**src/rtl/a429_word_rx.sv**
```systemverilog
module a429_word_rx #(
  parameter int WORD_BITS   = 32,
  parameter int GAP_EDGES   = 16,
  parameter int SYNC_STAGES = 2
) (
  input  logic                 clk,
  input  logic                 rst_n,
  input  logic                 gap_clk,
  input  logic                 rail_one,
  input  logic                 rail_zero,
  input  logic                 par_en,
  output logic                 word_valid,
  output logic [WORD_BITS-1:0] word_data,
  output logic                 word_err
);
  localparam int CW = $clog2(WORD_BITS + 2);
  localparam int IW = $clog2(WORD_BITS);
  localparam int GW = $clog2(GAP_EDGES + 1);
  localparam logic [CW-1:0] CNT_FULL = CW'(WORD_BITS);
  localparam logic [CW-1:0] CNT_SAT  = CW'(WORD_BITS + 1);
  localparam logic [GW-1:0] GAP_LAST = GW'(GAP_EDGES - 1);

  logic [SYNC_STAGES-1:0] one_sync, zero_sync;
  logic [SYNC_STAGES:0]   gclk_sync;
  logic                   bit_lat;
  logic [CW-1:0]          bit_cnt;
  logic [GW-1:0]          gap_cnt;
  logic [WORD_BITS-1:0]   shreg;

  always_ff @(posedge clk or negedge rst_n)
    if (!rst_n) begin
      one_sync  <= '0;
      zero_sync <= '0;
      gclk_sync <= '0;
    end else begin
      one_sync  <= {one_sync[SYNC_STAGES-2:0], rail_one};
      zero_sync <= {zero_sync[SYNC_STAGES-2:0], rail_zero};
      gclk_sync <= {gclk_sync[SYNC_STAGES-1:0], gap_clk};
    end

  wire one_lvl  = one_sync[SYNC_STAGES-1];
  wire zero_lvl = zero_sync[SYNC_STAGES-1];
  wire mark     = one_lvl ^ zero_lvl;
  wire bit_set  = mark & ~bit_lat;
  wire gap_tick = gclk_sync[SYNC_STAGES-1] & ~gclk_sync[SYNC_STAGES];
  wire in_word  = bit_cnt != '0;
  wire word_end = in_word & ~mark & gap_tick & (gap_cnt == GAP_LAST);
  wire par_fail = ~^shreg;

  always_ff @(posedge clk or negedge rst_n)
    if (!rst_n) begin
      bit_lat    <= 1'b0;
      bit_cnt    <= '0;
      gap_cnt    <= '0;
      shreg      <= '0;
      word_valid <= 1'b0;
      word_data  <= '0;
      word_err   <= 1'b0;
    end else begin
      bit_lat    <= mark;
      word_valid <= word_end;
      if (word_end) begin
        bit_cnt   <= '0;
        gap_cnt   <= '0;
        shreg     <= '0;
        word_data <= par_en ? {par_fail, shreg[WORD_BITS-2:0]} : shreg;
        word_err  <= (bit_cnt != CNT_FULL) | (par_en & par_fail);
      end else begin
        if (mark)
          gap_cnt <= '0;
        else if (gap_tick && in_word)
          gap_cnt <= gap_cnt + 1'b1;
        if (bit_set) begin
          if (bit_cnt < CNT_FULL)
            shreg[bit_cnt[IW-1:0]] <= one_lvl;
          if (bit_cnt != CNT_SAT)
            bit_cnt <= bit_cnt + 1'b1;
        end
      end
    end

  AST_VALID_PULSE: assert property (@(posedge clk) disable iff (!rst_n)
    word_valid |=> !word_valid);
  AST_END_AFTER_GAP: assert property (@(posedge clk) disable iff (!rst_n)
    word_valid |-> $past(gap_tick) && !$past(mark));
  AST_COUNT_ERR: assert property (@(posedge clk) disable iff (!rst_n)
    word_valid && ($past(bit_cnt) != CNT_FULL) |-> word_err);
  AST_PAR_OFF_CLEAN: assert property (@(posedge clk) disable iff (!rst_n)
    word_valid && !$past(par_en) && ($past(bit_cnt) == CNT_FULL) |-> !word_err);
  AST_PAR_FLAG: assert property (@(posedge clk) disable iff (!rst_n)
    word_valid && $past(par_en) |-> word_err == (word_data[WORD_BITS-1] | ($past(bit_cnt) != CNT_FULL)));
  AST_HOLD_DATA: assert property (@(posedge clk) disable iff (!rst_n)
    !word_valid |-> $stable(word_data) && $stable(word_err));
  AST_NO_OVERFLOW: assert property (@(posedge clk) disable iff (!rst_n)
    bit_cnt <= CNT_SAT);
endmodule

```
**config.mk**
```make
export PLATFORM = sky130hd
export DESIGN_NAME = a429_word_rx
export DESIGN_NICKNAME = d
export VERILOG_FILES = /design/src/rtl/a429_word_rx.sv
export SDC_FILE = /design/constraint.sdc
export NUM_CORES = 1
export LEC_CHECK = 0
export CAP_MARGIN = 30
export CORE_MARGIN = 4
export CORE_UTILIZATION = 51
export CTS_CLUSTER_DIAMETER = 50
export DETAILED_ROUTE_END_ITERATION = 7
export GPL_ROUTABILITY_DRIVEN = 0
export GPL_TIMING_DRIVEN = 0
export PLACE_DENSITY = 0.86
export SYNTH_ARGS = -nofsm -noshare
export SYNTH_HDL_FRONTEND = slang
export SYNTH_SLANG_ARGS = --single-unit
```
**constraint.sdc**
```tcl
create_clock -name clk -period 1.6 [get_ports clk]
set_input_delay 0.32 -clock clk [delete_from_list [all_inputs] [get_ports clk]]
set_output_delay 0.32 -clock clk [all_outputs]
set_load 0.005 [all_outputs]
```
== After elaboration in Yosys (flattened, before gate mapping) ==
Index checks and enable logic that the tools add are counted.
Storage, ports and cells
  flip-flop bits (word level): 85
  word-level logic and storage cells: 52
Cells by class
  muxes and demuxes: 13
  equal/unequal tests: 3
  order comparisons: 3
  reduce and logical (&&, ||, !) cells: 10
  bitwise gates (word level): 11
  add/sub/neg operators: 2
Operators with widths (count)
  32-bit 2-to-1 mux: 4
  32-bit bitwise mux: 1
  32-bit XNOR reduction: 1
  6-bit 2-to-1 mux: 3
  5-bit 2-to-1 mux: 3
  6-bit != test (second input constant): 2
  6-bit by 1-bit adder with 6-bit output (second input constant): 1
  1-bit bitwise AND: 6
  5-bit by 6-bit < comparator with 1-bit output (second input constant): 1
  6-bit < comparator (second input constant): 1
  2-bit nonzero test: 3
  6-bit nonzero test: 1
  5-bit by 1-bit adder with 5-bit output (second input constant): 1
  1-bit demux with 5-bit select: 1
  5-bit by 4-bit == test with 1-bit output (second input constant): 1
  5-bit by 1-bit greater-or-equal comparator with 1-bit output (second input constant): 1
  2-bit AND reduction: 2
  1-bit inverter: 3
  3-bit nonzero test: 1
  1-bit logical AND: 2
  1-bit 2-to-1 mux: 1
  1-bit bitwise OR: 1
  1-bit XOR: 1

== Longest topological paths before layout ==
  depth after elaboration: 8
  mapped depth: 9
  depth with buffers taken out: 7

== Least setup slack after synthesis ==
No wires, ideal clock.
  path type: register to register
  start: register bit_cnt[0]
  end: register shreg[0]
  setup slack: -0.042 ns
  library setup time: 0.123 ns
  arrival time: 1.518 ns
  buffers on the path: 1
  stages on the path, launching flop included: 8
  clock period less this slack: 1.642 ns
  cell sequence: dfrtp_1 inv_1 ha_1 a311oi_4 nand3_4 inv_4 buf_2 a21oi_1
On the way
  word-level cells in the longest chain between the ends: 8
  elaborated cells on any way between the ends: 17
  those cells by class: order compare: 3; mux: 6; bitwise: 3; reduce/logical: 5
RTL lines
  start, declared: RTL line 26  | logic [CW-1:0] bit_cnt;
  start signal, assigned: RTL line 77  | bit_cnt <= bit_cnt + 1'b1;
  5-bit by 6-bit < comparator with 1-bit output (not written as such) or 5-bit by 1-bit greater-or-equal comparator with 1-bit output (tied branches): RTL line 75  | shreg[bit_cnt[IW-1:0]] <= one_lvl;
  1-bit logical AND (not written as such): RTL line 75
  1-bit 2-to-1 mux (not written as such): RTL line 75
  1-bit demux with 5-bit select: RTL line 75
  32-bit bitwise mux: RTL line 75
  32-bit 2-to-1 mux: RTL line 74  | if (bit_cnt < CNT_FULL)
  32-bit 2-to-1 mux: RTL line 73  | if (bit_set) begin
  32-bit 2-to-1 mux: RTL line 62  | if (word_end) begin
  end signal, assigned by index: RTL line 75
  end, declared: RTL line 28  | logic [WORD_BITS-1:0] shreg;
Several ways; a longest one is shown, not always the timed one. The select of a mux whose other input is x is not followed.
A chain may end at the register's enable or synchronous reset.

== Final worst setup path ==
  start: register gap_cnt[1]
  end: register word_data[31]
On the way
  word-level cells in the longest chain between the ends: 2
RTL lines
  start, declared: RTL line 27  | logic [GW-1:0] gap_cnt;
  start signal, assigned: RTL line 72  | gap_cnt <= gap_cnt + 1'b1;
  5-bit by 4-bit == test with 1-bit output: RTL line 47  | wire word_end = in_word & ~mark & gap_tick & (gap_cnt == GAP_LAST);
  1-bit bitwise AND: RTL line 47
  end signal, assigned: RTL line 66  | word_data <= par_en ? {par_fail, shreg[WORD_BITS-2:0]} : shreg;
  end, declared: RTL line 13  | output logic [WORD_BITS-1:0] word_data,
Every way passes these cells.

==> flow_metrics.env <==
export IMPL_leakage_nw=2.514
export IMPL_synthTopCellsByCount="164 x nand2_1, 85 x dfrtp_1, 35 x a21oi_1, 35 x nand3_1, 31 x xnor2_1"
export IMPL_diodes=0
export IMPL_fin_nets=532
export IMPL_worstPathArrival_ns=2.10
export IMPL_die_h_um=97.60
export IMPL_power_frac_clock=0.207
export IMPL_pin_count=40
export IMPL_htree_levels=3
export IMPL_grt_pass1_vias=3279
export IMPL_synth_nets=452
export IMPL_yosys_warnings=0
export IMPL_dpl_instance_area_um2=4637
export IMPL_drive_above_1_share=0.3276
export IMPL_cp_end_kind="flip-flop"
export IMPL_overflow=0
export IMPL_post_route_period_util=1.124
export IMPL_relSlewSlack=0.6310
export IMPL_finalMaxSlewViolations=0
export IMPL_die_w_um=97.60
export IMPL_cp_required_ns=1.90
export IMPL_die_area_um2=9525
export IMPL_p_int_w=0.004759
export IMPL_wire_per_inst_um=18.28
export IMPL_grt_util_all_layers=0.2018
export IMPL_synthCells=440
export IMPL_synth_top_area_cell="dfrtp_1"
export IMPL_maxCapViolations=0
export IMPL_root_buffer="clkbuf_8"
export IMPL_min_path_type="flip-flop to flip-flop"
export IMPL_outcome="finished, violations left"
export IMPL_finalCoreUtilization=0.7245
export IMPL_io_buffers=39
export IMPL_fin_area_um2=5628
export IMPL_cts_tree="done"
export IMPL_grt_pass1_wl_um=15560
export IMPL_critPathKind="flip-flop to flip-flop"
export IMPL_cp_start_kind="flip-flop"
export IMPL_tightest_slew_ns=0.5512
export IMPL_r2r_setup_slack_ns=-0.20
export IMPL_via_count=3570
export IMPL_synth_seq_cells=85
export IMPL_finalSetupViolCount=73
export IMPL_worst_r2r_endpoint="word_data[31]"
export IMPL_clk_pin_slew_worst_paths_ns=0.09
export IMPL_numCtsBuffers=9
export IMPL_startpoint="gap_cnt[1]"
export IMPL_start_util=0.5271
export IMPL_fin_crit_ns=1.798
export IMPL_fmax_mhz=556.1
export IMPL_synthArstFlopShare=1.000
export IMPL_antenna_left=0
export IMPL_yosysSeqAreaShare=0.5196
export IMPL_antenna_found_initial=0
export IMPL_dp_hpwl_um=5909
export IMPL_num_fill_cells=478
export IMPL_whs_endpoint="gclk_sync[1]"
export IMPL_p_comb_frac=0.436
export IMPL_crit_fanout=5
export IMPL_whs_path_depth=0
export IMPL_synth_top_cell_area_share=0.5196
export IMPL_switching_share=0.3828
export IMPL_power_density_nw_per_um2=1370
export IMPL_multiInputGateArea_um2=2093
export IMPL_cts_sinks=85
export IMPL_reg2regPathDepth=8
export IMPL_regArea_um2=2128
export IMPL_clock_latency_ns=0.37
export IMPL_syn_avg_cell_area_um2=9.304
export IMPL_tns_ns=-4.207
export IMPL_p_seq_frac=0.357
export IMPL_synth_edf_count=0
export IMPL_vias_per_cell=5.694
export IMPL_p_switching_w=0.002951
export IMPL_yosys_most_used_dff="dfrtp_1"
export IMPL_yosysMostFrequentCell="nand2_1"
export IMPL_clock_path_buffers=2
export IMPL_synth_distinct_cells=35
export IMPL_final_hold_viol_count=0
export IMPL_netlist_area_um2=4094
export IMPL_grt_max_degree=61
export IMPL_core_um2=7767
export IMPL_synth_area_leaders="dfrtp_1 52%, nand2_1 15%, xnor2_1 6.6%"
export IMPL_ir_worst_vdd_uv=1022
export IMPL_reg2reg_from="gap_cnt[1]"
export IMPL_routed_wl_um=11460
export IMPL_finalClockSkew_ns=0.009035
export IMPL_rsz0062_at_grt="true"
export IMPL_first_iter_violations=278
export IMPL_syn_to_final_growth_pct=37.47
export IMPL_drtPass1Iterations=5
export IMPL_violations="setup timing"
export IMPL_drc=0
export IMPL_fin_ws_ns=-0.1984
export IMPL_rows=32
export IMPL_hold_start="gclk_sync[0]"
[worst max-delay path by stage]
stage | end | cells after the start
6_report | word_data[31] | 8
2_1_floorplan | shreg[0] | 7
3_5_place_dp | shreg[26] | 7
4_1_cts | word_data[31] | 6
3_3_place_gp | shreg[25] | 1
5_1_grt | word_data[31] | 8
[registers in the layout, indices dropped and copies added (netlist names)]
signal and count:
shreg 32, word_data 32, bit_cnt 6, gap_cnt 5
gclk_sync 3, one_sync 2, zero_sync 2, bit_lat 1
word_err 1, word_valid 1
[metrics by stage]
stage	hold WS (ns)	cells	setup WS, ns	total power, W
floorplan	0.02441	440	0.005508	0.004524
global placement	0.3312	581	-2.665	0.004944
detailed placement	0.2568	582	-0.3016	0.005059
CTS	0.3545	611	-0.09794	0.006772
global route	0.3577	627	-0.2260	0.007976
finish	0.3561	627	-0.1984	0.007710
[placed cells by master, fill, tap and decap left out, types with 19 or more instances in the layout]
master / n
dfrtp_1: 84
nand3_1: 34
buf_6: 21
nand2_2: 23
a21oi_2: 31
buf_4: 19
nand2_1: 141
xnor2_1: 21
clkdlybuf4s50_1: 35
[cell type report]
class / instances / share of cell area
inverter: 8 / 0.007559
timing repair buffer: 70 / 0.1334
clock inverter: 5 / 0.01067
multi-input combinational: 320 / 0.3719
sequential: 85 / 0.3782
buffer: 24 / 0.04647
clock buffer: 11 / 0.02512
tap: 102 / 0.02268
timing repair inverter: 2 / 0.004002
[timing repair]
item / 4_1_cts / 5_1_grt
pin swaps: 22 / 35
hold buffers: 1 / 0
gates cloned: 5 / 9
gates resized for setup: 38 / 110
buffers inserted: 11 / 7
hold endpoints to repair: 25 / 0
endpoints found under the setup margin: 77 / 78
[worst max-delay path, stage by stage, from the launching register on]
cell and delay, ns:
dfrtp_1 0.38, ha_2 0.20, and3_4 0.19, ha_4 0.15
buf_6 0.11, nand3_4 0.15, nor3b_1 0.40, a21oi_2 0.05
o21ai_1 0.09
[power by group through the flow]
stage	registers, W	clock network [W]	logic, W
detailed placement	0.00273	0	0.00232
finish	0.00275	0.00160	0.00336
global route	0.00277	0.00168	0.00352
CTS	0.00268	0.00158	0.00251
global placement	0.00272	0	0.00223
floorplan	0.00267	0	0.00186
[logic make-up (layout without fill, tap and decap cells)]
family,Yosys count,in the layout,synth area share
xor gates and xnor gates,37,37,0.08374
buffers and inverters,36,120,0.06510
and+or+nand+nor,229,230,0.2445
adders and majority gates,6,6,0.01834
DFF,85,85,0.5196
AOI/OAI and AO/OA,47,47,0.06877
[metal layers]
metal / global-route usage / wire (µm)
met1: 0.2307 / 4317
met2: 0.3653 / 5880
met3: 0.03661 / 860
met4: 0.08946 / 405
met5: 0 / 0
No activity file was read; power rests on OpenSTA's default activity.
